`src/rtl/seg_map_pkg.sv`:
```
package seg_map_pkg;
  typedef enum logic [1:0] {
    RG_ROM  = 2'd0,
    RG_EXT  = 2'd1,
    RG_HOLE = 2'd2,
    RG_HIGH = 2'd3
  } region_e;

  localparam int unsigned EXT_BASE = 32'h0010_0000;
endpackage

```
`src/rtl/seg_region_decode.sv`:
```
module seg_region_decode
  import seg_map_pkg::*;
#(
  parameter int unsigned LOCAL_W    = 24,
  parameter int unsigned LOW_END    = 32'h0018_0000,
  parameter int unsigned HIGH_START = 32'h00FF_0000
) (
  input  logic [LOCAL_W-1:0] addr_i,
  output region_e            region_o
);
  localparam logic [LOCAL_W-1:0] EXT_L  = LOCAL_W'(EXT_BASE);
  localparam logic [LOCAL_W-1:0] LOW_L  = LOCAL_W'(LOW_END);
  localparam logic [LOCAL_W-1:0] HIGH_L = LOCAL_W'(HIGH_START);

  always_comb begin
    if (addr_i < EXT_L)        region_o = RG_ROM;
    else if (addr_i < LOW_L)   region_o = RG_EXT;
    else if (addr_i >= HIGH_L) region_o = RG_HIGH;
    else                       region_o = RG_HOLE;
  end
endmodule

```
`src/rtl/seg_offset_fold.sv`:
```
module seg_offset_fold
  import seg_map_pkg::*;
#(
  parameter int unsigned LOCAL_W     = 24,
  parameter int unsigned ROM_SIZE    = 32'h0004_0000,
  parameter int unsigned LOW_END     = 32'h0018_0000,
  parameter int unsigned HIGH_START  = 32'h00FF_0000,
  parameter int unsigned ALIAS_PAGES = 2
) (
  input  logic [LOCAL_W-1:0] addr_i,
  input  region_e            region_i,
  output logic [LOCAL_W-1:0] phys_o
);
  localparam int unsigned PG_W = LOCAL_W - 12;
  localparam logic [LOCAL_W-1:0] ROM_L   = LOCAL_W'(ROM_SIZE);
  localparam logic [LOCAL_W-1:0] EXT_L   = LOCAL_W'(EXT_BASE);
  localparam logic [LOCAL_W-1:0] HIGH_L  = LOCAL_W'(HIGH_START);
  localparam logic [LOCAL_W-1:0] HBASE_L = LOCAL_W'(ROM_SIZE + LOW_END - EXT_BASE);
  localparam logic [LOCAL_W-1:0] FOLD_M  = ~(LOCAL_W'(3) << 10);

  logic [ALIAS_PAGES-1:0] page_hit;
  logic [LOCAL_W-1:0]     aliased;

  // top pages each alias a 1 KB window across 4 KB
  for (genvar p = 0; p < ALIAS_PAGES; p++) begin : g_page
    localparam logic [PG_W-1:0] PG = PG_W'((2 ** PG_W) - 1 - p);
    assign page_hit[p] = (addr_i[LOCAL_W-1:12] == PG);
  end

  assign aliased = (|page_hit) ? (addr_i & FOLD_M) : addr_i;

  always_comb begin
    unique case (region_i)
      RG_ROM:  phys_o = addr_i & (ROM_L - LOCAL_W'(1));
      RG_EXT:  phys_o = addr_i - EXT_L + ROM_L;
      RG_HIGH: phys_o = aliased - HIGH_L + HBASE_L;
      default: phys_o = '0;
    endcase
  end
endmodule

```
`src/rtl/seg_fault_reg.sv`:
```
module seg_fault_reg (
  input  logic clk_i,
  input  logic rst_ni,
  input  logic set_i,
  input  logic clr_i,
  output logic sticky_o
);
  always_ff @(posedge clk_i or negedge rst_ni) begin
    if (!rst_ni)     sticky_o <= 1'b0;
    else if (set_i)  sticky_o <= 1'b1;  // set beats clear
    else if (clr_i)  sticky_o <= 1'b0;
  end


  sticky_hold_chk: assert property (@(posedge clk_i) disable iff (!rst_ni)
    (!set_i && !clr_i) |=> $stable(sticky_o));
endmodule

```
`src/rtl/seg_addr_map.sv`:
```
module seg_addr_map
  import seg_map_pkg::*;
#(
  parameter int unsigned ADDR_W      = 32,
  parameter int unsigned LOCAL_W     = 24,
  parameter int unsigned ROM_SIZE    = 32'h0004_0000,
  parameter int unsigned LOW_END     = 32'h0018_0000,
  parameter int unsigned HIGH_START  = 32'h00FF_0000,
  parameter int unsigned ALIAS_PAGES = 2
) (
  input  logic               clk_i,
  input  logic               rst_ni,
  input  logic [ADDR_W-1:0]  addr_i,
  input  logic               req_i,
  input  logic               we_i,
  input  logic               clr_fault_i,
  output logic [LOCAL_W-1:0] phys_o,
  output logic               we_o,
  output logic               fault_o,
  output logic               fault_sticky_o
);
  logic [LOCAL_W-1:0] local_addr;
  logic               unused_hi;
  region_e            region;
  logic               in_hole;

  assign local_addr = addr_i[LOCAL_W-1:0];
  assign unused_hi  = ^addr_i[ADDR_W-1:LOCAL_W];

  seg_region_decode #(
    .LOCAL_W    (LOCAL_W),
    .LOW_END    (LOW_END),
    .HIGH_START (HIGH_START)
  ) i_decode (
    .addr_i   (local_addr),
    .region_o (region)
  );

  seg_offset_fold #(
    .LOCAL_W     (LOCAL_W),
    .ROM_SIZE    (ROM_SIZE),
    .LOW_END     (LOW_END),
    .HIGH_START  (HIGH_START),
    .ALIAS_PAGES (ALIAS_PAGES)
  ) i_fold (
    .addr_i   (local_addr),
    .region_i (region),
    .phys_o   (phys_o)
  );

  assign in_hole = (region == RG_HOLE);
  assign fault_o = req_i && in_hole;
  assign we_o    = req_i && we_i && !in_hole;

  seg_fault_reg i_fault (
    .clk_i    (clk_i),
    .rst_ni   (rst_ni),
    .set_i    (fault_o),
    .clr_i    (clr_fault_i),
    .sticky_o (fault_sticky_o)
  );


  fault_zero_phys_chk: assert property (@(posedge clk_i) disable iff (!rst_ni)
    fault_o |-> (phys_o == '0) && !we_o);


  idle_quiet_chk: assert property (@(posedge clk_i) disable iff (!rst_ni)
    !req_i |-> !we_o && !fault_o);


  fault_latch_chk: assert property (@(posedge clk_i) disable iff (!rst_ni)
    fault_o |=> fault_sticky_o);


  clear_drop_chk: assert property (@(posedge clk_i) disable iff (!rst_ni)
    (clr_fault_i && !fault_o) |=> !fault_sticky_o);
endmodule

```
`config.mk`:
```
export PLATFORM = sky130hd
export DESIGN_NAME = seg_addr_map
export DESIGN_NICKNAME = d
export VERILOG_FILES = /design/src/rtl/seg_map_pkg.sv /design/src/rtl/seg_region_decode.sv /design/src/rtl/seg_offset_fold.sv /design/src/rtl/seg_fault_reg.sv /design/src/rtl/seg_addr_map.sv
export SDC_FILE = /design/constraint.sdc
export NUM_CORES = 1
export LEC_CHECK = 0
export CAP_MARGIN = 20
export CORE_MARGIN = 3
export CORE_UTILIZATION = 29
export DETAILED_ROUTE_END_ITERATION = 16
export GPL_ROUTABILITY_DRIVEN = 0
export MAX_ROUTING_LAYER = met4
export PLACE_DENSITY_LB_ADDON = 0.25
export SETUP_SLACK_MARGIN = 0.02
export SLEW_MARGIN = 40
export SYNTH_ARGS = -nofsm -noshare
export SYNTH_HDL_FRONTEND = slang
export SYNTH_HIERARCHICAL = 1
export SYNTH_SLANG_ARGS = --single-unit
```
`constraint.sdc`:
```
create_clock -name clk_i -period 4.9 [get_ports clk_i]
set_clock_uncertainty 0.15 [all_clocks]
set_input_delay 0.98 -clock clk_i [delete_from_list [all_inputs] [get_ports clk_i]]
set_output_delay 0.98 -clock clk_i [all_outputs]
set_load 0.02 [all_outputs]
```
# [After elaboration in Yosys (flattened, before gate mapping)]
# Index checks and enable logic that the tools add are counted.
[totals] latchBits=0 ff_bits=1 mem_bits_ro=0 word_cells=27 memories=0 out_inout_bits=27 mem_bits_rw=0
[classes] n_mul=0 shifts=0 n_mux=7 eq_ne=5 n_div=0 n_reduce_logical=7 bitwise=0 order_cmp=3 addsub=4
[op_table] op="$pmux W24 S3" count=1
[op_table] op="$lt A24 B21 Y1 const B" count=2
[op_table] op="$add A24 B19 Y24 const B" count=1
[op_table] op="$add A24 B20 Y24 const B" count=1
[op_table] op="$eq A12 B12 Y1 const B" count=2
[op_table] op="$ge A24 B24 Y1 const B" count=1
[op_table] op="$sub A24 B21 Y24 const B" count=1
[op_table] op="$sub A24 B24 Y24 const B" count=1
[op_table] op="$mux W12" count=1
[op_table] op="$eq A2 B2 Y1 const B" count=2
[op_table] op="$mux W2" count=2
[op_table] op="$logic_and A1 B1 Y1" count=3
[op_table] op="$mux W1" count=3
[op_table] op="$eq A2 B1 Y1 const B" count=1
[op_table] op="$logic_not A2 Y1" count=1
[op_table] op="$reduce_bool A2 Y1" count=1
[op_table] op="$reduce_or A2 Y1" count=1
[op_table] op="$logic_not A1 Y1" count=1

# [Logic depth before layout (Yosys ltp)]
# Gate-level depths: netlist of the first run.
[depth] depth_word=7 mapped_depth=6 ltp_nobuf=5

# [Modules after synthesis]
# Netlist of the first run, hierarchy kept.
[modules_own_cells] module="seg_offset_fold" area_each_um2=435.4 cells_each=68 instances=1
[modules_own_cells] module="seg_region_decode" area_each_um2=43.8 cells_each=6 instances=1
[modules_own_cells] module="seg_fault_reg" area_each_um2=36.3 cells_each=3 instances=1
[modules_own_cells] module="seg_addr_map" area_each_um2=27.5 cells_each=4 instances=1

# [Worst setup path before layout of the first run]
# Ideal clock, no wire load.
[synth_timing] path_kind="input -> output" start="in addr_i[22]" end="out phys_o[20]" arrival_ns=2.456 cell_stages=5 required_ns=3.770 path_buffers=0 slack_ns=1.314 path_cell_list="or3_4 a21o_1 and3b_1 or3_1 a21oi_1"
[synth_via] word_cells_on_any_way=16 classes_between="add/sub (2); order compare (3); eq/ne (4); mux (5); reduce/logical (2)"
[synth_rtl] item="start, declared" line="seg_addr_map.sv:13" source="input logic [ADDR_W-1:0] addr_i,"
[synth_rtl] item="$lt A24 B21 Y1" line="seg_region_decode.sv:17" source="else if (addr_i < LOW_L) region_o = RG_EXT;"
[synth_rtl] item="$mux W2" line="seg_region_decode.sv:17"
[synth_rtl] item="$mux W2 *" line="seg_region_decode.sv:16" source="if (addr_i < EXT_L) region_o = RG_ROM;"
[synth_rtl] item="named net region[1]" line="seg_addr_map.sv:24" source="region_e region;"
[synth_rtl] item="$eq A2 B2 Y1 (tied with other cells)" line="seg_offset_fold.sv:33" source="unique case (region_i)"
[synth_rtl] item="$pmux W24 S3 *" line="seg_offset_fold.sv:33"
[synth_rtl] item="end, declared" line="seg_addr_map.sv:17" source="output logic [LOCAL_W-1:0] phys_o,"
# The timed path passes the listed nets; every way through them passes the cells marked *.

# [Final worst setup path of the first run]
[layout_timing] start="in addr_i[23]" end="out phys_o[21]"
# Same word-level chain as after synthesis.

==> key figures, run 1 <==
Yosys
  • FF+latch count, synth: 1
  • Adder-cell share of the synthesized area: 0.0691
  • Synth Warn #: 6
  • Syn Inst Count: 81
  • XOR/XNOR share of the synthesized area: 0.0161
  • Compound-Gate Fraction of Synth Area: 0.200
  • Register area share after synthesis: 0.0461
  • Synthesized area: 543 sq um
  • Synth Area in Simple Gates: 0.502
  • Post-synthesis mux area share: 0.0737
  • Syn_nets: 121
  • Post-synthesis cell type count: 33
  • Main combinational cell family by area after synthesis: simple AND/OR/NAND/NOR gates
  • Syn avg cell area: 6.70 sq um

Detailed routing
  • Routed WL: 1930 um
  • DR DRC count: 0
  • Drt pass-1 iters: 4
  • Via count: 775
  • Per-cell routed wire length: 11.8 um
  • Drt via density: 4.73
  • Initial DRC count: 5
  • Antenna-violating nets left: 0

Final layout
  • Filler cells: 166
  • Multi-input combinational cell area: 468 sq um
  • Share of cells above drive strength 1: 0.0719
  • Largest registers: i_fault/sticky_o (1)
  • FF/Latch Area: 25.0 sq um
  • Register with the highest flop count: i_fault/sticky_o
  • Fin util: 0.659
  • Ant diodes: 0
  • Total Nets Final: 181
  • Layout area overhead: 112%
  • Max reg flops: 1
  • Layout Cell Area excl Fill: 0.00115 sq mm

STA
  • Final hold vios: 0
  • Fmax: 218 MHz
  • Fin crit share: 0.937
  • Worst hold margin: 0.325 ns
  • Worst slew pin tran: 0.392 ns
  • Endpoints failing setup: 0
  • RSZ-0062 raised after global routing: no
  • Setup slack after layout: 0.310 ns
  • Max-slew violation count: 0
  • Headroom to the max-slew limit: 0.739
  • Final Critical Period: 4.59 ns
  • Setup tns final: 0 ns

Global route
  • Remaining global-route overflow: 0
  • Vias in the first global route: 730
  • Largest net degree at the start of global routing: 16
  • Initial antenna violation count: 0
  • GRT Total Usage: 0.162
  • First-pass GRT wire length: 3220 um

Pwr
  • Leakage power: 0.478 nW
  • Cell Pwr Density: 75.7 mW/mm^2
  • Switching power: 0.0000329 W
  • Combinational Power Share: 0.890
  • Reg power frac: 0.110
  • Power share of the clock group: 0
  • Peak VDD IR: 48.9 uV
  • Switching Share: 0.378
  • P_int: 0.0000542 W

Clocking
  • Clock transition at path regs: 0 ns
  • Worst-Skew Late Latency: 0 ns
  • Post-CTS Hold Fix Bufs: 0
  • Number of instances resized during post-cts repair: 0
  • Post-CTS setup buffer count: 0

Critical path
  • Critical path origin: addr_i[23]
  • Reg2Reg Depth: 1
  • Critical path peak fanout: 11
  • Critical path arrival: 3.46 ns
  • Element type at the critical path end: output pin
  • Crit Reg-Reg Endpoint: i_fault/sticky_o$_DFFE_PN0P_
  • WP data required: 3.77 ns
  • R2r setup slk: 4.10 ns
  • Reg-to-Reg Start: i_fault/sticky_o$_DFFE_PN0P_
  • CP Launch Type: input pin
  • Critical path class: input pin to output pin

Die
  • Cell Rows: 15
  • Die X-Extent: 49.3 um
  • Die H: 49.3 um
  • Core area: 0.00175 sq mm
  • Starting Density: 0.311
  • I/O pin count: 64
  • Full die area: 0.00243 sq mm

Run status
  • Status: finished clean

Worst hold path
  • Hold Crit Start: i_fault/sticky_o$_DFFE_PN0P_
  • Hold Path Depth: 1
  • Min-Delay Path Class: flop to flop
  • Hold EP: i_fault/sticky_o$_DFFE_PN0P_

Place
  • Dpl ws: 0.329 ns
  • Dpl cell area: 0.00115 sq mm
  • Number of port buffers: 55
  • DPL Wire Length: 1650 um

Job
  • MaxCap Viol Count: 0
metal layers:
layer / wire length, um / share of wire / vias up / GRT usage
met4: 0 / 0 / 0 / 0
met1: 790 / 0.41 / 344 / 0.179
met2: 961 / 0.50 / 32 / 0.308
met5: 0 / 0 / - / -
met3: 180 / 0.093 / 0 / 0.0398
li1: - / - / 399 / -
layout make-up:
| cell class | count | area share |
|---|---|---|
| multi-input combinational | 69 | 0.407 |
| timing repair buffer | 61 | 0.518 |
| sequential | 1 | 0.0218 |
| inverter | 8 | 0.0261 |
| tap | 25 | 0.0272 |
layout by cell type, fill, tap and decap left out, drive strengths merged:
master and instances:
nor2 4, a211o 1, and3 2, a21o 3
buf 6, o31ai 1, nor2b 1, and3b 1
nor4 1, a31oi 2, or3 2, a21oi 3
o22ai 1, mux2i 4, inv 8, o21ai 3
a211oi 1, nand3 1, dfrtp 1, nand2b 7
nand2 7, and2 14, xnor2 1, nor3 1
clkdlybuf4s50 55, ha 3, a32oi 1, nand4 4
power by group through the flow:
stage,Combinational (W),Sequential (W),Clock [W]
final,0.0000775,0.00000955,0
after global routing,0.0000836,0.00000959,0
after CTS,0.0000780,0.00000953,0
after detailed placement,0.0000776,0.00000962,0
after global placement,0.0000759,0.00000949,0
after floorplan,0.0000298,0.0000105,0
per-stage QoR:
stage,instances,power [W]
final,164,0.0000870
after global routing,164,0.0000932
after CTS,164,0.0000875
after detailed placement,164,0.0000873
after global placement,164,0.0000854
after floorplan,81,0.0000403
worst max-delay path, stage by stage:
cell             delay, ns
clkdlybuf4s50_1       0.47
or3_4                 0.40
a21o_1                0.28
buf_4                 0.21
a211oi_1              0.21
a31oi_1               0.09
mux2i_1               0.18
clkdlybuf4s50_1       0.63
synth_stat cells:
| cell type | count | share of area |
|---|---|---|
| nand2_1 | 7 | 0.048 |
| xnor2_1 | 1 | 0.016 |
| nand4_1 | 3 | 0.035 |
| buf_6 | 1 | 0.021 |
| and3b_1 | 1 | 0.016 |
| nand2b_4 | 1 | 0.025 |
| nor4_1 | 1 | 0.012 |
| nor2_1 | 4 | 0.028 |
| a31oi_1 | 2 | 0.023 |
| o21ai_0 | 2 | 0.018 |
| a21oi_1 | 3 | 0.028 |
| o22ai_1 | 1 | 0.012 |
| a32oi_1 | 1 | 0.016 |
| nand4_2 | 1 | 0.023 |
| dfrtp_1 | 1 | 0.046 |
| and3_1 | 2 | 0.023 |
| nor3_1 | 1 | 0.0092 |
| nand3_1 | 1 | 0.0092 |
| o21ai_1 | 1 | 0.0092 |
| nand2b_1 | 6 | 0.069 |
| or3_1 | 1 | 0.012 |
| o31ai_2 | 1 | 0.023 |
| mux2i_1 | 4 | 0.074 |
| nor2b_1 | 1 | 0.012 |
| inv_1 | 8 | 0.055 |
| or3_4 | 1 | 0.021 |
| buf_2 | 1 | 0.0092 |
| a211o_1 | 1 | 0.016 |
| ha_1 | 3 | 0.069 |
| clkbuf_1 | 1 | 0.0069 |
| a211oi_1 | 1 | 0.014 |
| and2_1 | 14 | 0.16 |
| a21o_1 | 3 | 0.041 |
worst max path at each step:
stage	endpoint	slack, ns	cells past startpoint
finish	phys_o[21]	0.31	8
detailed placement	phys_o[21]	0.33	8
floorplan	phys_o[20]	1.31	5
CTS	phys_o[21]	0.31	8
global route	phys_o[21]	0.16	8
global placement	phys_o[21]	0.35	8
kinds of logic (layout without fill, tap and decap cells):
group	after synthesis	after routing
buf+inv	11	69
xor+xnor	1	1
fa+ha+maj	3	3
compound gates	16	16
simple gates	45	45
flops	1	1
mux	4	4
Power figures use the tool's default switching activity.
==> run 2, diff against run 1 <==
--- a/config.mk
+++ b/config.mk
@@ -6,7 +6,6 @@
 export NUM_CORES = 1
 export LEC_CHECK = 0
 export CAP_MARGIN = 20
-export CORE_MARGIN = 3
 export CORE_UTILIZATION = 29
 export DETAILED_ROUTE_END_ITERATION = 16
 export GPL_ROUTABILITY_DRIVEN = 0
==> run 2 against run 1 <==
Compared with the run above: critical path depth shrank 1; fmax shrank 0.47%; critical path type unchanged; routed wire length shrank 6.7%; sequential share of layout area is the same; largest cell class unchanged; die area shrank 16%.
==> key figures, run 2 (synthesized netlist as in run 1, its figures left out) <==
Clocking
  • Post-CTS setup buffer count: 0 (unchanged)
  • Post-CTS Hold Fix Bufs: 0 (unchanged)
  • Clock transition at path regs: 0 ns (unchanged)
  • Number of instances resized during post-cts repair: 0 (unchanged)
  • Worst-Skew Late Latency: 0 ns (unchanged)

Final layout
  • Layout area overhead: 112% (unchanged)
  • Max reg flops: 1 (unchanged)
  • Ant diodes: 0 (unchanged)
  • Most common cell after layout, fill and taps aside: clkdlybuf4s50_1
  • Total Nets Final: 181 (unchanged)
  • Fin util: 0.659 (unchanged)
  • Largest registers: i_fault/sticky_o (1)
  • Commonest non-fill, non-tap cells in the layout: 55 x clkdlybuf4s50_1, 14 x and2_1, 8 x inv_1, 7 x nand2_1
  • Register with the highest flop count: i_fault/sticky_o
  • Share of cells above drive strength 1: 0.0719 (unchanged)

Global route
  • Initial antenna violation count: 0 (unchanged)
  • Vias in the first global route: 632 (-13%)
  • First-pass GRT wire length: 2690 um (-16%)
  • Largest net degree at the start of global routing: 16 (unchanged)
  • GRT Total Usage: 0.173 (+0.0109)
  • Remaining global-route overflow: 0 (unchanged)

STA
  • Fmax: 217 MHz (-0.47%)
  • Setup slack after layout: 0.288 ns (-0.0217 ns)
  • Headroom to the max-slew limit: 0.728 (-0.0107)
  • Worst slew pin tran: 0.408 ns (+0.0160 ns)
  • Final hold vios: 0 (unchanged)
  • RSZ-0062 raised after global routing: no
  • Final Critical Period: 4.61 ns (+0.0217 ns)
  • Worst hold margin: 0.320 ns (-0.00475 ns)
  • Setup tns final: 0 ns (unchanged)
  • Endpoints failing setup: 0 (unchanged)
  • Fin crit share: 0.941 (+0.00444)
  • Max-slew violation count: 0 (unchanged)

Job
  • MaxCap Viol Count: 0 (unchanged)

Place
  • Dpl ws: 0.308 ns (-0.0212 ns)
  • Number of port buffers: 55 (unchanged)
  • DPL Wire Length: 1480 um (-10%)

Detailed routing
  • Per-cell routed wire length: 11.0 um (-6.7%)
  • Max layer used: met3
  • DR DRC count: 0 (unchanged)
  • Wl on met1: 776 um (-1.8%)
  • Initial DRC count: 19 (+14)
  • Routed WL: 1800 um (-6.7%)
  • Antenna-violating nets left: 0 (unchanged)
  • Drt pass-1 iters: 4 (unchanged)
  • Drt via density: 4.85 (+2.7%)
  • Routed length on met3: 192 um (+6.7%)
  • Met2 WL: 831 um (-14%)
  • Via count: 796 (+2.7%)

Pwr
  • Leakage power: 0.478 nW (unchanged)
  • Peak VDD IR: 59.5 uV (+22%)
  • Cell Pwr Density: 75.7 mW/mm^2 (about the same)

Critical path
  • Critical Path Max Stage Delay: 0.63 ns (about the same)
  • Critical path arrival: 3.48 ns (+0.02 ns)
  • Critical path peak fanout: 11 (unchanged)
  • Slowest CP cell: clkdlybuf4s50_1
  • CP most frequent cell: clkdlybuf4s50_1
  • Critical Path, Cell by Cell: clkdlybuf4s50_1, or3_4, a21o_1, and3_1, a32oi_1, mux2i_1, clkdlybuf4s50_1
  • WP data required: 3.77 ns (about the same)
  • Element type at the critical path end: output pin
  • CP Launch Type: input pin
  • Critical path class: input pin to output pin

Worst hold path
  • Min-Delay Path Class: flop to flop

Die
  • Die X-Extent: 45.3 um (-8.1%)
  • Die H: 45.3 um (-8.1%)
  • Cell Rows: 15 (unchanged)
  • I/O pin count: 64 (unchanged)
  • Starting Density: 0.311 (unchanged)
  • Core area: 0.00175 sq mm (unchanged)
  • Full die area: 0.00205 sq mm (-16%)

Run status
  • Status: finished clean
## run 2: cell counts in the layout (fill, tap and decap cells not counted)
No cell type changed its count.
## run 2: layout make-up
| class | count | area, sq um |
|---|---|---|
| fill | 157 | 596 |
| inverter | 8 | 30.0 |
| multi-input combinational | 69 | 468 |
| sequential | 1 | 25.0 |
| tap | 25 | 31.3 |
| timing repair buffer | 61 | 596 |
## run 2: metrics by stage
stage	instances	instance area (sq um)	power (W)
5_1_grt	164	1150	0.0000934
6_report	164	1150	0.0000871
3_5_place_dp	164	1150	0.0000871
4_1_cts	164	1150	0.0000874
2_1_floorplan	81	543	0.0000403
3_3_place_gp	164	1150	0.0000853
## run 2: where the power goes
| part | total, W | switching, W | leakage (nW) | internal, W |
|---|---|---|---|---|
| clock network | 0 | 0 | 0 | 0 |
| registers | 0.00000955 | 0.000000376 | 0.0111 | 0.00000917 |
| logic | 0.0000775 | 0.0000325 | 0.467 | 0.0000450 |
| total | 0.0000871 | 0.0000329 | 0.478 | 0.0000542 |
## run 2: critical path: cells and delay by family
| family | cells | cell delay (ns) |
|---|---|---|
| simple gates | 2 | 0.61 |
| buf+inv | 2 | 1.11 |
| mux | 1 | 0.23 |
| compound gates | 2 | 0.55 |
## run 2: final timing paths
path / startpoint / to / slack [ns] / cells past startpoint
max in group asynchronous: rst_ni / i_fault/sticky_o$_DFFE_PN0P_ / 3.52 / 1
setup / recovery: addr_i[23] / phys_o[23] / 0.29 / 7
min in group asynchronous: rst_ni / i_fault/sticky_o$_DFFE_PN0P_ / 0.98 / 1
hold / removal: i_fault/sticky_o$_DFFE_PN0P_ / i_fault/sticky_o$_DFFE_PN0P_ / 0.32 / 1
setup reg to reg: i_fault/sticky_o$_DFFE_PN0P_ / i_fault/sticky_o$_DFFE_PN0P_ / 4.11 / 1
hold reg to reg: i_fault/sticky_o$_DFFE_PN0P_ / i_fault/sticky_o$_DFFE_PN0P_ / 0.32 / 1
## run 2: metal layers
metal / vias to the layer above / global-route usage
li1: 404 / -
met1: 350 / 0.218
met2: 42 / 0.299
met3: 0 / 0.0360
met4: 0 / 0.00606
met5: - / -
